`config.mk`:
```
export PLATFORM = sky130hd
export DESIGN_NAME = sec_irq_ctrl
export DESIGN_NICKNAME = d
export VERILOG_FILES = /design/src/rtl/sirq_pkg.sv /design/src/rtl/sirq_regs.sv /design/src/rtl/sirq_detect.sv /design/src/rtl/sirq_prio.sv /design/src/rtl/sec_irq_ctrl.sv
export SDC_FILE = /design/constraint.sdc
export NUM_CORES = 1
export LEC_CHECK = 0
export BUFFER_PORTS_ARGS = -buffer_cell sky130_fd_sc_hd__buf_2
export CORE_ASPECT_RATIO = 2
export CORE_MARGIN = 2
export CORE_UTILIZATION = 50
export CTS_BUF_LIST = sky130_fd_sc_hd__clkbuf_8
export DETAILED_ROUTE_END_ITERATION = 10
export PLACE_DENSITY = 0.69
export SLEW_MARGIN = 40
export SYNTH_ARGS = -nofsm -noshare
export SYNTH_HDL_FRONTEND = slang
export SYNTH_SLANG_ARGS = --single-unit
```
`constraint.sdc`:
```
create_clock -name clk -period 2.4 [get_ports clk]
set_input_delay 0.48 -clock clk [delete_from_list [all_inputs] [get_ports clk]]
set_output_delay 0.48 -clock clk [all_outputs]
set_load 0.1 [all_outputs]
```
`src/rtl/sirq_pkg.sv`:
```
package sirq_pkg;
  localparam int unsigned BUS_W = 32;

  // word offsets (byte address bits 5:2)
  localparam logic [3:0] W_ROUTE = 4'h0;
  localparam logic [3:0] W_MASK  = 4'h1;
  localparam logic [3:0] W_MCLR  = 4'h2;
  localparam logic [3:0] W_MSET  = 4'h3;
  localparam logic [3:0] W_MODE  = 4'h4;
  localparam logic [3:0] W_INV   = 4'h5;
  localparam logic [3:0] W_GUARD = 4'h6;
  localparam logic [3:0] W_PEND  = 4'h7;
  localparam logic [3:0] W_PEND1 = 4'h8;
  localparam logic [3:0] W_RAW   = 4'h9;
  localparam logic [3:0] W_ACK   = 4'hA;
  localparam logic [3:0] W_SOFT  = 4'hB;

  // lowest set bit, scanning from the top so the last hit wins
  function automatic logic [4:0] lowest_set(input logic [BUS_W-1:0] v);
    logic [4:0] r;
    r = '0;
    for (int i = BUS_W - 1; i >= 0; i--) begin
      if (v[i]) r = 5'(i);
    end
    return r;
  endfunction
endpackage

```
`src/rtl/sirq_regs.sv`:
```
module sirq_regs
  import sirq_pkg::*;
#(
  parameter int unsigned NUM_SRC = 28
) (
  input  logic               clk,
  input  logic               rst_n,
  input  logic               wr_en,
  input  logic [3:0]         word,
  input  logic [BUS_W-1:0]   wr_data,
  input  logic [NUM_SRC-1:0] raw_in,
  input  logic [NUM_SRC-1:0] stat_in,
  output logic [BUS_W-1:0]   rd_data,
  output logic [NUM_SRC-1:0] mask_q,
  output logic [NUM_SRC-1:0] mode_q,
  output logic [NUM_SRC-1:0] inv_q,
  output logic [NUM_SRC-1:0] soft_q,
  output logic [NUM_SRC-1:0] ack_pulse
);
  logic [NUM_SRC-1:0] route_q, guard_q;
  logic [NUM_SRC-1:0] d;
  logic [BUS_W-1:0]   unused_hi;

  assign d = wr_data[NUM_SRC-1:0];
  assign unused_hi = wr_data;

  always_ff @(posedge clk) begin
    if (!rst_n) begin
      route_q <= '0;
      mask_q  <= '0;
      mode_q  <= '0;
      inv_q   <= '0;
      guard_q <= '0;
      soft_q  <= '0;
    end else if (wr_en) begin
      case (word)
        W_ROUTE: route_q <= d;
        W_MSET:  mask_q  <= mask_q | d;
        W_MCLR:  mask_q  <= mask_q & ~d;
        W_MODE:  mode_q  <= d;
        W_INV:   inv_q   <= d;
        W_GUARD: guard_q <= d;
        W_SOFT:  soft_q  <= d;
        default: ;
      endcase
    end
  end

  assign ack_pulse = (wr_en && word == W_ACK) ? d : '0;

  always_comb begin
    logic [NUM_SRC-1:0] sel;
    case (word)
      W_ROUTE: sel = route_q;
      W_MASK:  sel = mask_q;
      W_MODE:  sel = mode_q;
      W_INV:   sel = inv_q;
      W_GUARD: sel = guard_q;
      W_PEND:  sel = stat_in;
      W_RAW:   sel = raw_in;
      W_SOFT:  sel = soft_q;
      default: sel = '0;
    endcase
    rd_data = '0;
    rd_data[NUM_SRC-1:0] = sel;
  end

  a_r2_set_bits : assert property (@(posedge clk) disable iff (!rst_n)
    (wr_en && word == W_MSET) |=> ((mask_q & $past(d)) == $past(d)));
  a_r2_clr_bits : assert property (@(posedge clk) disable iff (!rst_n)
    (wr_en && word == W_MCLR) |=> ((mask_q & $past(d)) == '0));
  a_r2_mask_hold : assert property (@(posedge clk) disable iff (!rst_n)
    !(wr_en && (word == W_MSET || word == W_MCLR)) |=> $stable(mask_q));
endmodule

```
`src/rtl/sirq_detect.sv`:
```
module sirq_detect #(
  parameter int unsigned NUM_SRC = 28,
  parameter int unsigned SYNC_N  = 2
) (
  input  logic               clk,
  input  logic               rst_n,
  input  logic [NUM_SRC-1:0] src_in,
  input  logic [NUM_SRC-1:0] mode_q,
  input  logic [NUM_SRC-1:0] inv_q,
  input  logic [NUM_SRC-1:0] soft_q,
  input  logic [NUM_SRC-1:0] ack_pulse,
  output logic [NUM_SRC-1:0] raw_out,
  output logic [NUM_SRC-1:0] edge_ev,
  output logic [NUM_SRC-1:0] latch_q
);
  for (genvar i = 0; i < NUM_SRC; i++) begin : g_src
    logic [SYNC_N-1:0] sync_q;
    logic              prev_q;
    logic              lvl;

    always_ff @(posedge clk) begin
      if (!rst_n) begin
        sync_q     <= '0;
        prev_q     <= 1'b0;
        latch_q[i] <= 1'b0;
      end else begin
        sync_q     <= {sync_q[SYNC_N-2:0], src_in[i]};
        prev_q     <= sync_q[SYNC_N-1];
        latch_q[i] <= (latch_q[i] & ~ack_pulse[i]) | edge_ev[i];
      end
    end

    assign lvl        = sync_q[SYNC_N-1] ^ inv_q[i];
    assign edge_ev[i] = mode_q[i] & lvl & ~(prev_q ^ inv_q[i]);
    assign raw_out[i] = (mode_q[i] ? latch_q[i] : lvl) | soft_q[i];

    a_r7_edge_wins : assert property (@(posedge clk) disable iff (!rst_n)
      edge_ev[i] |=> latch_q[i]);
    a_r5_latch_hold : assert property (@(posedge clk) disable iff (!rst_n)
      (latch_q[i] && !ack_pulse[i]) |=> latch_q[i]);
  end
endmodule

```
`src/rtl/sirq_prio.sv`:
```
module sirq_prio
  import sirq_pkg::*;
#(
  parameter int unsigned NUM_SRC = 28,
  localparam int unsigned IDXW = $clog2(NUM_SRC)
) (
  input  logic [NUM_SRC-1:0] stat_in,
  output logic [IDXW-1:0]    idx,
  output logic               vld
);
  logic [BUS_W-1:0] wide;
  logic [4:0]       full;

  always_comb begin
    wide = '0;
    wide[NUM_SRC-1:0] = stat_in;
  end

  assign full = lowest_set(wide);
  assign idx  = full[IDXW-1:0];
  assign vld  = |stat_in;
endmodule

```
`src/rtl/sec_irq_ctrl.sv`:
```
module sec_irq_ctrl
  import sirq_pkg::*;
#(
  parameter int unsigned NUM_SRC = 28,
  localparam int unsigned IDXW = $clog2(NUM_SRC)
) (
  input  logic               clk,
  input  logic               rst_n,
  input  logic [NUM_SRC-1:0] src_in,
  input  logic               bus_wr,
  input  logic [5:0]         bus_addr,
  input  logic [BUS_W-1:0]   bus_wdata,
  output logic [BUS_W-1:0]   bus_rdata,
  output logic               irq_out,
  output logic [IDXW-1:0]    top_idx,
  output logic               top_vld
);
  logic [NUM_SRC-1:0] mask_q, mode_q, inv_q, soft_q, ack_pulse;
  logic [NUM_SRC-1:0] raw_w, stat_w, edge_ev, latch_q;
  logic [1:0]         unused_lsb;

  assign unused_lsb = bus_addr[1:0];
  assign stat_w     = raw_w & mask_q;
  assign irq_out    = |stat_w;

  sirq_regs #(.NUM_SRC(NUM_SRC)) u_regs (
    .clk(clk), .rst_n(rst_n), .wr_en(bus_wr), .word(bus_addr[5:2]),
    .wr_data(bus_wdata), .raw_in(raw_w), .stat_in(stat_w),
    .rd_data(bus_rdata), .mask_q(mask_q), .mode_q(mode_q), .inv_q(inv_q),
    .soft_q(soft_q), .ack_pulse(ack_pulse)
  );

  sirq_detect #(.NUM_SRC(NUM_SRC), .SYNC_N(2)) u_detect (
    .clk(clk), .rst_n(rst_n), .src_in(src_in), .mode_q(mode_q),
    .inv_q(inv_q), .soft_q(soft_q), .ack_pulse(ack_pulse),
    .raw_out(raw_w), .edge_ev(edge_ev), .latch_q(latch_q)
  );

  sirq_prio #(.NUM_SRC(NUM_SRC)) u_prio (
    .stat_in(stat_w), .idx(top_idx), .vld(top_vld)
  );

  a_r11_vld_match : assert property (@(posedge clk) disable iff (!rst_n)
    irq_out == top_vld);
  a_r11_lowest : assert property (@(posedge clk) disable iff (!rst_n)
    top_vld |-> (stat_w[top_idx] &&
                 ((stat_w & ((NUM_SRC'(1) << top_idx) - NUM_SRC'(1))) == '0)));
  a_r9_mask_only : assert property (@(posedge clk) disable iff (!rst_n)
    (stat_w & ~mask_q) == '0);
endmodule

```
==> metrics.txt <==
status finished with violations; failing checks negative setup slack; Root Driver clkbuf_8; H-tree depth 2; placer congestion estimate around 0.9; placed instance count 2153; Netlist cell types 64; slowest CP cell or4_4; RR Startpoint u_detect.g_src[8].sync_q[1]$_SDFF_PN0_; Final Hold Fails 0; DRC 0; CTS tree built; die outline width about 120 µm; antenna violations before repair 3; CP Data Required Time roughly 1900 ps; final worst setup slack -782 ps; Most used DFF post-synth dfxtp_1; cells after synthesis ~1600; Initial Utilization 0.510; Worst VDD drop ~0.46 mV; TritonCTS buffer count 42; Synth Warn # 0; core area roughly 0.026 mm²; vias in the first global route ~13000; Startpoint Class flip-flop; Initial DRT Pass Iterations 5; Seq/Total Area, Yosys 0.429; Reg2Reg Capture Point u_detect.latch_q[8]$_SDFF_PN0_; Syn-to-layout area delta 41.2%; post-DP HPWL 28200 µm; Design Power slightly above 10000 µW; signal arrival time at the worst endpoint approximately 2700 ps; Iter 0 DRT Violations 1056; Clock Latency Late Sink ~570 ps; detailed-route wire length per cell roughly 19 µm; largest net degree at the start of global routing between 80 and 90; Final Max Slew Viols 0; delay of the slowest critical-path stage 520 ps; max frequency roughly 0.31 GHz; PD cells ~540 mW/mm²; worst hold path type in2reg; Yosys reg bits 280; Die ar. approximately 0.028 mm²; CTS Buffer Depth 3; fin cells roughly 2200; Max Cap Viol 0; Via Count between 10000 and 15000; Detailed Route WL 43200 µm; row count between 80 and 90; Sink Count 280; Post-synth ARST share 0; fin crit period about 3200 ps; worst rel slew slack 0.651; worst-path cell chain nor2b_4 -> or4_4 -> a31oi_4 -> and3b_2 -> nor4b_4 -> buf_4 -> nor2b_4 -> buf_12; Post-synth EDFFs 0; R2R setup slack about 1200 ps; via/cell ratio about 5.7; crit end category output pin; aggregate global routing overflow 0; design area roughly 0.018 mm²; Critical path destination top_idx[4]; layout cells sized above 1 0.346; cell area after synthesis 0.0131 mm²; Port Buffers slightly below 100; Post-CTS Hold Buffers 0; Die Height 233 µm; RSZ-0062 raised after global routing true; post-layout util 0.720; Final Cycle Share 1.33; crit path from u_detect.g_src[13].sync_q[1]$_SDFF_PN0_; syn avg cell area between 8 and 9 µm²; final setup fails 26; Placed Instance Area roughly 0.016 mm²; Crit Path Category reg2out; GRT Util Overall 0.308; LEAKAGE 0.00715 µW; first-pass GRT wire length slightly below 70000 µm; reg2reg path depth 4; CP max FO 3; Final ANT Viol Nets 0; Worst-Margin Slew roughly 520 ps; post-route clock skew approximately 23 ps; Reg clk slew, reported paths roughly 70 ps; Top-Level Pins around 110; number of nets in the layout approximately 1900; most frequent CP cell nor2b_4
==> area by class of cell <==
type | instances | area [µm²]
Tap cell | 340 | 425
Fill cell | 1975 | 7190
Inverter | 29 | 131
Timing Repair Buffer | 354 | 3320
Multi-Input combinational cell | 1168 | 7990
Clock buffer | 56 | 771
Sequential cell | 280 | 5690
Antenna cell | 3 | 7.51
Clock inverter | 18 | 133
==> layout by cell type, fill, tap and decap left out, types with 14 or more instances in the layout <==
master,Yosys,layout
mux2i_1,52,52
a22oi_1,50,45
nand2_1,379,375
dfxtp_1,280,218
a21oi_1,40,34
o21ai_1,1,16
clkbuf_8,0,56
a21boi_1,16,16
nor2b_1,83,67
mux2_2,21,20
dfxtp_2,0,60
a222oi_1,22,22
inv_1,29,31
a21boi_0,124,124
buf_12,0,48
and2_1,87,87
nor2_1,55,45
nand2b_1,37,14
buf_6,0,35
o211ai_1,20,20
buf_4,5,210
nand2b_4,0,23
buf_2,13,57
==> power by group <==
part	internal [µW]	switching (µW)	total, µW
combinational	431	582	1010
clock	2300	1930	4230
sequential	4740	64.8	4810
==> critical path, delay by kind of cell (launching register included) <==
family / cells / cell delay [ps]
DFF: 1 / 320
and+or+nand+nor: 5 / 1220
AOI/OAI and AO/OA: 1 / 210
buffers and inverters: 2 / 370
==> stage by stage <==
stage | setup WS, ps | hold slack [ps] | setup TNS (ps)
final | -782 | 105 | -6300
after global routing | -870 | 92.8 | -8250
after CTS | -773 | 79.7 | -6490
after detailed placement | -400 | 420 | -5290
after global placement | -339 | 416 | -4550
after floorplan | -659 | 412 | -13880
==> worst min-delay path by stage <==
stage,slack (ps),cells past startpoint,to,from
global route,90,2,u_detect.g_src[20].sync_q[0]$_SDFF_PN0_,src_in[20]
global placement,420,1,u_detect.g_src[23].sync_q[1]$_SDFF_PN0_,u_detect.g_src[23].sync_q[0]$_SDFF_PN0_
detailed placement,420,1,u_detect.g_src[1].sync_q[1]$_SDFF_PN0_,u_detect.g_src[1].sync_q[0]$_SDFF_PN0_
CTS,80,2,u_detect.g_src[15].sync_q[0]$_SDFF_PN0_,src_in[15]
floorplan,410,1,u_detect.g_src[0].sync_q[1]$_SDFF_PN0_,u_detect.g_src[0].sync_q[0]$_SDFF_PN0_
finish,110,2,u_detect.g_src[15].sync_q[0]$_SDFF_PN0_,src_in[15]
==> sequential cells by signal, summed over array words and instances, names as in the netlist, named ones only <==
name                   count
u_regs.soft_q             28
u_detect.g_src.sync_q     56
u_regs.mode_q             28
u_regs.guard_q            28
u_regs.route_q            28
u_detect.g_src.prev_q     28
u_regs.inv_q              28
u_detect.latch_q          28
==> synthesized netlist by cell type, types with 11 or more instances <==
master    count  area (µm²)
mux2i_1      52         521
inv_1        29         109
a22oi_1      50         375
a31oi_1      12        75.1
nor3b_1      11        82.6
a222oi_1     22         220
nand2_1     379        1420
and2_1       87         544
nor2_1       55         206
o211ai_1     20         150
nand2b_1     37         231
a21oi_1      40         200
a21boi_1     16         120
o21ai_0      41         205
clkbuf_1     66         248
nor2b_1      83         519
a311oi_1     12         105
mux2_2       21         236
buf_2        13        65.1
a21boi_0    124         931
dfxtp_1     280        5610
==> cell families after synthesis <==
family	Yosys count	synth area share
muxes	73	0.0579
AOI/OAI and AO/OA	381	0.212
other	1	0.000287
DFF	280	0.429
and+or+nand+nor	704	0.260
buffers and inverters	120	0.0371
xor gates and xnor gates	6	0.00402
==> routing by layer <==
metal	vias up	global-route usage	routed length (µm)
li1	6018	-	-
met1	6205	0.330	15600
met2	524	0.552	22400
met3	178	0.0471	2580
met4	0	0.211	2680
met5	-	0	0
==> what timing repair did <==
item | in CTS | in global routing
pin swaps | 61 | 26
cloned | 1 | 0
buffers inserted | 10 | 10
gates resized for setup | 206 | 78
endpoints found under the setup margin | 35 | 35
hold endpoints to repair | 0 | 0
(Power assumes the default switching activity.)
